<file path="src/rtl/coproc_pkg.sv">
// Shared types for the coprocessor array controller.
// Assumes: command codes and function codes are fixed 2-bit encodings.
package coproc_pkg;

    typedef enum logic [1:0] {
        CMD_NOP  = 2'b00,
        CMD_CFG  = 2'b01,
        CMD_TO   = 2'b10,
        CMD_FROM = 2'b11
    } cmd_t;

    typedef enum logic [1:0] {
        FN_ADD = 2'b00,
        FN_SUB = 2'b01,
        FN_XOR = 2'b10,
        FN_ROT = 2'b11
    } fn_t;

endpackage

</file>
<file path="src/rtl/cfg_tag_cache.sv">
// Resident configuration tags. Compares the looked-up name against every
// valid entry. An insert overwrites the entry loaded longest ago (first-in
// order, which hits do not disturb).
// Assumes: insert is only raised for a name that missed.
module cfg_tag_cache #(
    parameter int ENTRIES = 4,
    parameter int NAME_W  = 6
) (
    input  logic              clk,
    input  logic              rst_n,
    input  logic [NAME_W-1:0] look_name,
    output logic              hit,
    input  logic              ins_en,
    input  logic [NAME_W-1:0] ins_name
);
    localparam int PW = (ENTRIES > 1) ? $clog2(ENTRIES) : 1;

    logic [NAME_W-1:0]  tag_q [ENTRIES];
    logic [ENTRIES-1:0] vld_q;
    logic [ENTRIES-1:0] match;
    logic [PW-1:0]      victim_q;

    // Per-entry tag comparison.
    generate
        for (genvar e = 0; e < ENTRIES; e++) begin : g_cmp
            assign match[e] = vld_q[e] && (tag_q[e] == look_name);
        end
    endgenerate

    assign hit = |match;

    // Tag storage and victim pointer update on insert.
    always_ff @(posedge clk) begin
        if (!rst_n) begin
            vld_q    <= '0;
            victim_q <= '0;
            for (int e = 0; e < ENTRIES; e++) tag_q[e] <= '0;
        end else if (ins_en) begin
            tag_q[victim_q] <= ins_name;
            vld_q[victim_q] <= 1'b1;
            victim_q <= (victim_q == PW'(ENTRIES - 1)) ? '0 : victim_q + 1'b1;
        end
    end

    // a name is never resident twice.
    a_r4_unique_tags: assert property (@(posedge clk) disable iff (!rst_n)
        $onehot0(match));

    // every insert advances the victim pointer.
    a_r4_victim_moves: assert property (@(posedge clk) disable iff (!rst_n)
        ins_en |=> victim_q != $past(victim_q));

endmodule

</file>
<file path="src/rtl/busy_counter.sv">
// Down counter that is busy while non-zero. A load of zero is taken as one.
// Assumes: load is not raised while the counter is busy.
module busy_counter #(
    parameter int W = 8
) (
    input  logic         clk,
    input  logic         rst_n,
    input  logic         load,
    input  logic [W-1:0] load_val,
    output logic         busy,
    output logic         last
);
    logic [W-1:0] cnt_q;

    assign busy = (cnt_q != '0);
    assign last = (cnt_q == W'(1));

    // Load or count down toward zero.
    always_ff @(posedge clk) begin
        if (!rst_n)
            cnt_q <= '0;
        else if (load)
            cnt_q <= (load_val == '0) ? W'(1) : load_val;
        else if (busy)
            cnt_q <= cnt_q - 1'b1;
    end

    // a busy counter loses exactly one per cycle.
    a_r6_count_steps: assert property (@(posedge clk) disable iff (!rst_n)
        (busy && !load) |=> cnt_q == $past(cnt_q) - 1'b1);

    // a load never leaves the counter idle.
    a_r6_load_busy: assert property (@(posedge clk) disable iff (!rst_n)
        load |=> busy);

endmodule

</file>
<file path="src/rtl/array_stage.sv">
// Stateful arithmetic stage standing in for the configured array. On start
// it captures A, B and the function. On each step it updates the accumulator
// and exposes the memory write for that step.
// Assumes: start and step are never raised together.
module array_stage
    import coproc_pkg::*;
#(
    parameter int DW = 32,
    parameter int AW = 16
) (
    input  logic          clk,
    input  logic          rst_n,
    input  logic          start,
    input  logic [DW-1:0] a_in,
    input  logic [DW-1:0] b_in,
    input  fn_t           fn_in,
    input  logic          step,
    output logic [DW-1:0] acc,
    output logic [AW-1:0] addr,
    output logic [DW-1:0] wdata
);
    logic [DW-1:0] acc_q, b_q;
    logic [AW-1:0] base_q, idx_q;
    fn_t           fn_q;
    logic [DW-1:0] acc_nx;

    // Step function chosen by the captured function code.
    always_comb begin
        case (fn_q)
            FN_ADD:  acc_nx = acc_q + b_q;
            FN_SUB:  acc_nx = acc_q - b_q;
            FN_XOR:  acc_nx = acc_q ^ b_q;
            default: acc_nx = {acc_q[DW-2:0], acc_q[DW-1]} ^ b_q;
        endcase
    end

    // Operand capture on start, accumulate and index on step.
    always_ff @(posedge clk) begin
        if (!rst_n) begin
            acc_q  <= '0;
            b_q    <= '0;
            base_q <= '0;
            idx_q  <= '0;
            fn_q   <= FN_ADD;
        end else if (start) begin
            acc_q  <= a_in;
            b_q    <= b_in;
            base_q <= a_in[AW-1:0];
            idx_q  <= '0;
            fn_q   <= fn_in;
        end else if (step) begin
            acc_q <= acc_nx;
            idx_q <= idx_q + 1'b1;
        end
    end

    assign acc   = acc_q;
    assign addr  = base_q + idx_q;
    assign wdata = acc_q;

    // the function stays fixed while steps run.
    a_r10_fn_held: assert property (@(posedge clk) disable iff (!rst_n)
        (step && !start) |=> $stable(fn_q));

    // addresses advance by one per step.
    a_r8_addr_walk: assert property (@(posedge clk) disable iff (!rst_n)
        (step && !start) |=> addr == $past(addr) + 1'b1);

endmodule

</file>
<file path="src/rtl/coproc_array_ctrl.sv">
// Controller for a reconfigurable coprocessor array. It decodes configure,
// operand-write and result-read commands, manages the resident configuration
// cache with its miss penalty, stalls the processor for the programmed
// operation length, and drives the array's memory writes.
// Assumes: the caller holds a command on the port until it is taken.
module coproc_array_ctrl
    import coproc_pkg::*;
#(
    parameter int DW       = 32,
    parameter int AW       = 16,
    parameter int NAME_W   = 6,
    parameter int CW       = 8,
    parameter int ENTRIES  = 4,
    parameter int LOAD_CYC = 16
) (
    input  logic              clk,
    input  logic              rst_n,
    input  logic              cmd_valid,
    output logic              cmd_ready,
    input  logic [1:0]        cmd_op,
    input  logic              cmd_sel,
    input  logic [NAME_W-1:0] cmd_name,
    input  logic [DW-1:0]     cmd_data,
    input  logic [CW-1:0]     cmd_count,
    output logic              rd_valid,
    output logic [DW-1:0]     rd_data,
    output logic              cpu_stall,
    output logic              mem_req,
    output logic [AW-1:0]     mem_addr,
    output logic [DW-1:0]     mem_wdata
);
    localparam int LW = $clog2(LOAD_CYC + 1);

    logic              take, take_cfg, take_to, take_from, start;
    logic              hit, run_busy, run_last, ld_busy, ld_last;
    logic [DW-1:0]     opa_q, acc;
    logic [NAME_W-1:0] pend_name_q;
    logic              pend_act_q;
    fn_t               active_q;

    assign cmd_ready = !run_busy && !ld_busy;
    assign take      = cmd_valid && cmd_ready;
    assign take_cfg  = take && (cmd_op == CMD_CFG);
    assign take_to   = take && (cmd_op == CMD_TO);
    assign take_from = take && (cmd_op == CMD_FROM);
    assign start     = take_to && cmd_sel;

    cfg_tag_cache #(.ENTRIES(ENTRIES), .NAME_W(NAME_W)) u_cache (
        .clk       (clk),
        .rst_n     (rst_n),
        .look_name (cmd_name),
        .hit       (hit),
        .ins_en    (ld_last),
        .ins_name  (pend_name_q)
    );

    busy_counter #(.W(LW)) u_load_cnt (
        .clk      (clk),
        .rst_n    (rst_n),
        .load     (take_cfg && !hit),
        .load_val (LW'(LOAD_CYC)),
        .busy     (ld_busy),
        .last     (ld_last)
    );

    busy_counter #(.W(CW)) u_run_cnt (
        .clk      (clk),
        .rst_n    (rst_n),
        .load     (start),
        .load_val (cmd_count),
        .busy     (run_busy),
        .last     (run_last)
    );

    array_stage #(.DW(DW), .AW(AW)) u_stage (
        .clk   (clk),
        .rst_n (rst_n),
        .start (start),
        .a_in  (opa_q),
        .b_in  (cmd_data),
        .fn_in (active_q),
        .step  (run_busy),
        .acc   (acc),
        .addr  (mem_addr),
        .wdata (mem_wdata)
    );

    // Active function, pending miss and operand A bookkeeping.
    always_ff @(posedge clk) begin
        if (!rst_n) begin
            active_q    <= FN_ADD;
            pend_name_q <= '0;
            pend_act_q  <= 1'b0;
            opa_q       <= '0;
        end else begin
            if (take_cfg && hit && !cmd_sel)
                active_q <= fn_t'(cmd_name[1:0]);
            if (take_cfg && !hit) begin
                pend_name_q <= cmd_name;
                pend_act_q  <= !cmd_sel;
            end
            if (ld_last && pend_act_q)
                active_q <= fn_t'(pend_name_q[1:0]);
            if (take_to && !cmd_sel)
                opa_q <= cmd_data;
        end
    end

    // Result read response, one cycle after the read is taken.
    always_ff @(posedge clk) begin
        if (!rst_n) begin
            rd_valid <= 1'b0;
            rd_data  <= '0;
        end else begin
            rd_valid <= take_from;
            if (take_from) rd_data <= acc;
        end
    end

    assign cpu_stall = run_busy;
    assign mem_req   = run_busy;

    // a starting operand write stalls the processor next cycle.
    a_r6_start_stalls: assert property (@(posedge clk) disable iff (!rst_n)
        start |=> cpu_stall);

    // the stall ends one cycle after the last counted cycle.
    a_r6_stall_ends: assert property (@(posedge clk) disable iff (!rst_n)
        run_last |=> !cpu_stall);

    // a miss blocks the command port on the next cycle.
    a_r4_miss_blocks: assert property (@(posedge clk) disable iff (!rst_n)
        (take_cfg && !hit) |=> !cmd_ready);

    // a result response always follows a taken read.
    a_r9_rd_after_read: assert property (@(posedge clk) disable iff (!rst_n)
        rd_valid |-> $past(take_from));

    // no command is taken while the array runs.
    a_r10_hold_in_run: assert property (@(posedge clk) disable iff (!rst_n)
        cpu_stall |-> !take);

endmodule

</file>
<file path="config.mk">
export PLATFORM = sky130hd
export DESIGN_NAME = coproc_array_ctrl
export DESIGN_NICKNAME = d
export VERILOG_FILES = /design/src/rtl/coproc_pkg.sv /design/src/rtl/cfg_tag_cache.sv /design/src/rtl/busy_counter.sv /design/src/rtl/array_stage.sv /design/src/rtl/coproc_array_ctrl.sv
export SDC_FILE = /design/constraint.sdc
export NUM_CORES = 1
export LEC_CHECK = 0
export BUFFER_PORTS_ARGS = -buffer_cell sky130_fd_sc_hd__buf_2
export CORE_ASPECT_RATIO = 1.25
export CORE_MARGIN = 2
export CORE_UTILIZATION = 60
export DETAILED_ROUTE_END_ITERATION = 10
export GPL_TIMING_DRIVEN = 0
export PLACE_DENSITY = 0.81
export SETUP_SLACK_MARGIN = 0.02
export SLEW_MARGIN = 20
export SYNTH_ARGS = -nofsm -noshare
export SYNTH_HDL_FRONTEND = slang
export SYNTH_SLANG_ARGS = --single-unit
</file>
<file path="constraint.sdc">
create_clock -name clk -period 5.1 [get_ports clk]
set_input_delay 0.765 -clock clk [delete_from_list [all_inputs] [get_ports clk]]
set_output_delay 0.765 -clock clk [all_outputs]
set_load 0.005 [all_outputs]
</file>
==> results of run 1 <==
## power by group
part           switching (uW)  internal, uW
Sequential                281          1910
Clock                     694          1220
Combinational            2340          1530
Total                    3310          4670
## layout make-up
type                       instances  area (sq um)  share of cell area, %
clock buffer                      29         629.4                  4.365
multi-input combinational       1268          7510                  52.09
inverter                          33         123.9                 0.8592
clock inverter                    11         234.0                  1.623
sequential                       215          4544                  31.52
buffer                           100         392.9                  2.725
timing repair buffer             128         640.6                  4.443
tap                              274         342.8                  2.378
## worst paths after layout
| kind | startpoint | slack, ns | end |
|---|---|---|---|
| max | u_stage.fn_q[0] | 0.25 | u_stage.acc[28] |
| min | rd_data[31] | 0.45 | rd_data[31] |
| max reg2reg | u_stage.fn_q[0] | 0.25 | u_stage.acc[28] |
| min reg2reg | rd_data[31] | 0.45 | rd_data[31] |
## cell usage in the layout (no fill, tap or decap), types with 15 or more instances in the layout
master / n
a21oi_1: 204
clkbuf_1: 82
xnor2_1: 86
mux2i_1: 42
and3_1: 24
dfxtp_1: 191
edfxtp_1: 24
clkbuf_16: 23
nor3_1: 30
ha_1: 56
nand3_1: 48
nand4_1: 15
xor2_1: 54
nor2_1: 106
o21ai_0: 46
a211oi_1: 18
buf_2: 137
and2_1: 27
nand2_1: 360
inv_1: 31
## registers in the layout, summed over array words and instances (netlist names), 6 cells and up
| signal | flops |
|---|---|
| opa_q | 32 |
| rd_data | 32 |
| u_stage.acc | 32 |
| u_stage.b_q | 32 |
| u_cache.tag_q | 24 |
| u_stage.base_q | 16 |
| u_stage.idx_q | 16 |
| u_run_cnt.cnt_q | 8 |
| pend_name_q | 6 |
## cells by family (layout without fill, tap and decap cells)
kind of cell             count (synthesis)  after routing  share of synthesized area, %
multiplexers                            42             42                         3.349
AO/OA/AOI/OAI                          360            360                         16.87
AND/OR/NAND/NOR                        668            668                         23.81
adder cells (fa/ha/maj)                 58             58                         5.901
XOR/XNOR                               140            140                         9.768
buffers and inverters                  133            301                         4.096
flip-flops                             215            215                         36.20
## worst reg2reg max path, delay by kind of cell (launching register included)
family / cells / cell delay, ns
AND/OR/NAND/NOR: 5 / 1.56
buffers and inverters: 3 / 1.29
AO/OA/AOI/OAI: 4 / 0.77
flip-flops: 1 / 0.33
adder cells (fa/ha/maj): 1 / 0.38
multiplexers: 1 / 0.23
XOR/XNOR: 1 / 0.16
## metrics by stage
stage / utilization, % / hold WS (ns)
floorplan: - / 0.4313
global placement: 65.49 / 0.4385
detailed placement: 65.52 / 0.4435
CTS: 69.70 / 0.4520
global route: 69.75 / 0.4731
finish: 69.75 / 0.4516
## per-layer routing
| layer | up-vias | GRT usage [%] |
|---|---|---|
| li1 | 5869 | - |
| met1 | 5738 | 44.34 |
| met2 | 675 | 61.00 |
| met3 | 142 | 4.806 |
| met4 | 0 | 18.83 |
| met5 | - | 0 |
==> impl_metrics.ini, run 1 <==
[floorplan]
rows = 59
core_sq_um = 20670
initial_core_util_pct = 60.73
chipWidth_um = 133.4
dieArea_sq_um = 22100
die-height_um = 165.7
ioPinCount = 136

[finish]
nFillCells = 1769
fin_nets = 1878
fin_area_sq_um = 14420
area_growth_pct = 14.85
stdcell_count = 2058
n_antenna_cell = 0
layout-drive-gt1-share_pct = 10.71

[yosys]
synth_common_cells = nand2_1 (360), a21oi_1 (204), dfxtp_1 (191), nor2_1 (106), xnor2_1 (86)
yosys_warnings = 0
synth.top_cell.area_share_pct = 30.46
synthCells = 1616
ys.flop_type = dfxtp_1
synth.avg_cell_area_sq_um = 7.768
synth.cell_area_sq_um = 12550
yosysMostFrequentCell = nand2_1
synth_nets = 1726
yosysUniqueCellTypes = 66
synth.area.top_cells = dfxtp_1 (30%), nand2_1 (11%), a21oi_1 (8.1%)
synth_edf_count = 24
synth-seq-area-share_pct = 36.20
yosys.area.top_type = dfxtp_1
ys_seq_elements = 215
synthArstFlopShare_pct = 0

[critical_path]
crit_fanout = 10
worst_path_max_delay_cell = nor4b_1
slowest_delay_ns = 0.63
path_cells = clkbuf_1 > nor2b_1 > clkbuf_1 > clkbuf_1 > nor2_1 > xnor2_1 > ha_1 > a211oi_1 > nor4b_1 > nor4_1 > nor3_1 > o211ai_1 > a41oi_1 > mux2i_1 > o21ai_0
r2r_cells = 15
critPathTopFamily = simple AND/OR/NAND/NOR gates
cp_num_cells = 15
critPathBufInv = 3
crit_path_frequent_cell = clkbuf_1
cp.arrival_ns = 5.23
worstSetupPathType = flip-flop to flip-flop
cp.required_ns = 5.47
end_kind = flip-flop
cp-start-kind = flip-flop

[cts]
hold_buffers = 0
cts_resized = 0
post-cts-setup-buffer-count = 0
ctsRootBufferMaster = clkbuf_16
cts_buffers = 22
clock_sinks = 215
cts_tree = built
htree_levels = 1
clock_latency_ns = 0.51
cts.clk_slew.worst_paths_ns = 0.06
clockBufferDepth = 3

[status]
status = finished clean

[drt]
wl_per_cell_um = 19.73
drt_iter0_drc = 1054
topRoutingLayerUsed = met4
dr_wl_met3_um = 3664
vias_per_cell = 6.037
drtAntennaViolNets = 0
first_pass_iters = 5
route.met2.wl_um = 19180
drc = 0
routed_wl_um = 40610
num_vias = 12420
met1_length_um = 15390

[placement]
hpwl_um = 30050
place_area_sq_um = 13540
place_ws_ns = 0.1141
gp_congestion = 0.9729
placed_cells = 2018
io_buffers = 128

[worst_hold_path]
hp-class = flip-flop to flip-flop
worstHoldPathCells = 2

[timing]
setup_ws_ns = 0.2459
grt_setup_unrepaired = no
slew-limit-headroom_pct = 23.07
period_share_pct = 95.18
tightest_slew_ns = 1.154
maxSlewViolCount = 0
clock.fmax_ghz = 0.2060
finalCriticalPeriod_ns = 4.854
fin_skew_ns = 0.009240
setup_tns_ns = 0
setup_viol = 0
finalHoldViolCount = 0

[power]
power.density_nw_per_um2 = 553.5
p_total_uw = 7980
p_leak_uw = 0.005690
vdd_drop_max_mv = 0.3862

[global_route]
grt_use_total_pct = 35.95
antenna_found_initial = 0
grt_first_pass_wirelength_um = 63050
grt_max_degree = 16
grt_overflow = 0
grt_pass1_vias = 11700

[run]
maxCapViolCount = 0
Note: power is estimated with default switching activity, not from simulation.
==> inputs of run 2 (changes only) <==
--- a/config.mk
+++ b/config.mk
@@ -10,8 +10,8 @@
 export CORE_MARGIN = 2
 export CORE_UTILIZATION = 60
 export DETAILED_ROUTE_END_ITERATION = 10
-export GPL_TIMING_DRIVEN = 0
 export PLACE_DENSITY = 0.81
+export REMOVE_ABC_BUFFERS = 1
 export SETUP_SLACK_MARGIN = 0.02
 export SLEW_MARGIN = 20
 export SYNTH_ARGS = -nofsm -noshare
==> impl_metrics.ini, run 2 (synthesis results as in run 1) <==
[floorplan]
ioPinCount = 136
chipWidth_um = 133.4
rows = 59
core_sq_um = 20670
dieArea_sq_um = 22100
initial_core_util_pct = 60.73
die-height_um = 165.7

[cts]
clockBufferDepth = 3
cts_resized = 0
htree_levels = 1
cts_buffers = 21
clock_sinks = 215
ctsRootBufferMaster = clkbuf_16
cts.clk_slew.worst_paths_ns = 0.07
clock_latency_ns = 0.51
post-cts-setup-buffer-count = 0
hold_buffers = 0
cts_tree = built

[worst_hold_path]
hp-class = flip-flop to flip-flop
worstHoldPathCells = 2

[status]
status = finished clean

[critical_path]
worstSetupPathType = flip-flop to flip-flop
cp-start-kind = flip-flop
cp.required_ns = 5.46
slowest_delay_ns = 0.61
endpoint = u_stage.acc[31]
reg2reg_to = u_stage.acc[31]
cp.arrival_ns = 4.64
worst_path_max_delay_cell = or4_4
crit_fanout = 8
startpoint = u_stage.b_q[10]
r2r_slack_ns = 0.83
r2r_cells = 13
critPathBufInv = 0
timing.rr.start = u_stage.b_q[10]
path_cells = or4_4 > or3_1 > nor4_4 > nand2_1 > o21ai_0 > xor2_1 > ha_1 > and3_1 > a311oi_1 > o22ai_1 > a211oi_1 > xnor2_1 > a21oi_1
cp_num_cells = 13
end_kind = flip-flop
critPathTopFamily = simple AND/OR/NAND/NOR gates

[timing]
finalHoldViolCount = 0
maxSlewViolCount = 0
fin_skew_ns = 0.01045
clock.fmax_ghz = 0.2341
period_share_pct = 83.74
grt_setup_unrepaired = no
setup_tns_ns = 0
slew-limit-headroom_pct = 42.62
setup_viol = 0
finalCriticalPeriod_ns = 4.271
tightest_slew_ns = 0.8607

[finish]
final_cell_mix = nand2_1 (359), a21oi_1 (204), dfxtp_1 (189)
stdcell_count = 1978
nFillCells = 1765
area_growth_pct = 11.70
multi_input_area_sq_um = 7507
seq_area_sq_um = 4547
mostFrequentLayoutCell = nand2_1
n_antenna_cell = 0
fin_nets = 1801
layout-drive-gt1-share_pct = 11.74

[global_route]
grt_overflow = 0
antenna_found_initial = 0
grt_pass1_vias = 11280
grt_max_degree = 82
grt_first_pass_wirelength_um = 55900
grt_use_total_pct = 30.67

[drt]
topRoutingLayerUsed = met4
num_vias = 11740
route.met2.wl_um = 17670
met1_length_um = 14280
vias_per_cell = 5.937
drc = 0
wl_per_cell_um = 17.52
dr_wl_met3_um = 1712
drt_iter0_drc = 764
first_pass_iters = 6
drtAntennaViolNets = 0
routed_wl_um = 34660

[placement]
hpwl_um = 24020
gp_congestion = 0.9659
placed_cells = 1942
io_buffers = 135

[power]
power.density_nw_per_um2 = 531.0
p_leak_uw = 0.005536
vdd_drop_max_mv = 0.5185

[run]
maxCapViolCount = 0
[run 2: worst min-delay path, cell delays in order, from the launching register on]
cell and delay [ns]:
dfxtp_1 0.30, nand2_1 0.05, a21oi_1 0.05
[run 2: report_power, final]
part	internal (uW)	switching (uW)	total (uW)	leakage (uW)
Combinational	1520	2160	3670	0.00340
Sequential	1910	281	2190	0.00180
Clock	917	659	1580	0.000338
Total	4350	3100	7450	0.00554
[run 2: worst min-delay path by stage]
stage | from | endpoint | slack (ns)
after detailed placement | active_q[0] | u_stage.fn_q[0] | 0.44
after floorplan | active_q[0] | u_stage.fn_q[0] | 0.43
final | rd_data[0] | rd_data[0] | 0.45
after global routing | rd_data[7] | rd_data[7] | 0.47
after global placement | active_q[0] | u_stage.fn_q[0] | 0.44
after CTS | rd_data[29] | rd_data[29] | 0.45
[run 2: layout make-up]
type,instances,area share (%)
clock buffers,30,4.274
inverters,33,0.9012
clock inverters,6,0.5978
repair buffers,152,5.818
multi-input cells,1268,53.54
well taps,274,2.445
flip-flops and latches,215,32.43
[run 2: metrics by stage]
step	power (uW)	hold slack [ns]	setup slack [ns]	area, sq um	util [%]
global placement	5795	0.4351	1.017	13340	64.53
floorplan	4844	0.4313	-0.1928	12160	-
finish	7446	0.4492	0.8292	14020	67.84
global route	7935	0.4668	0.5849	14020	67.84
detailed placement	5838	0.4413	0.9106	13340	64.53
CTS	7426	0.4514	0.8327	14020	67.84
[run 2: routing by layer]
layer	up-vias	global-route usage (%)
li1	5720	-
met1	5601	37.25
met2	351	56.12
met3	71	3.183
met4	0	10.41
met5	-	0
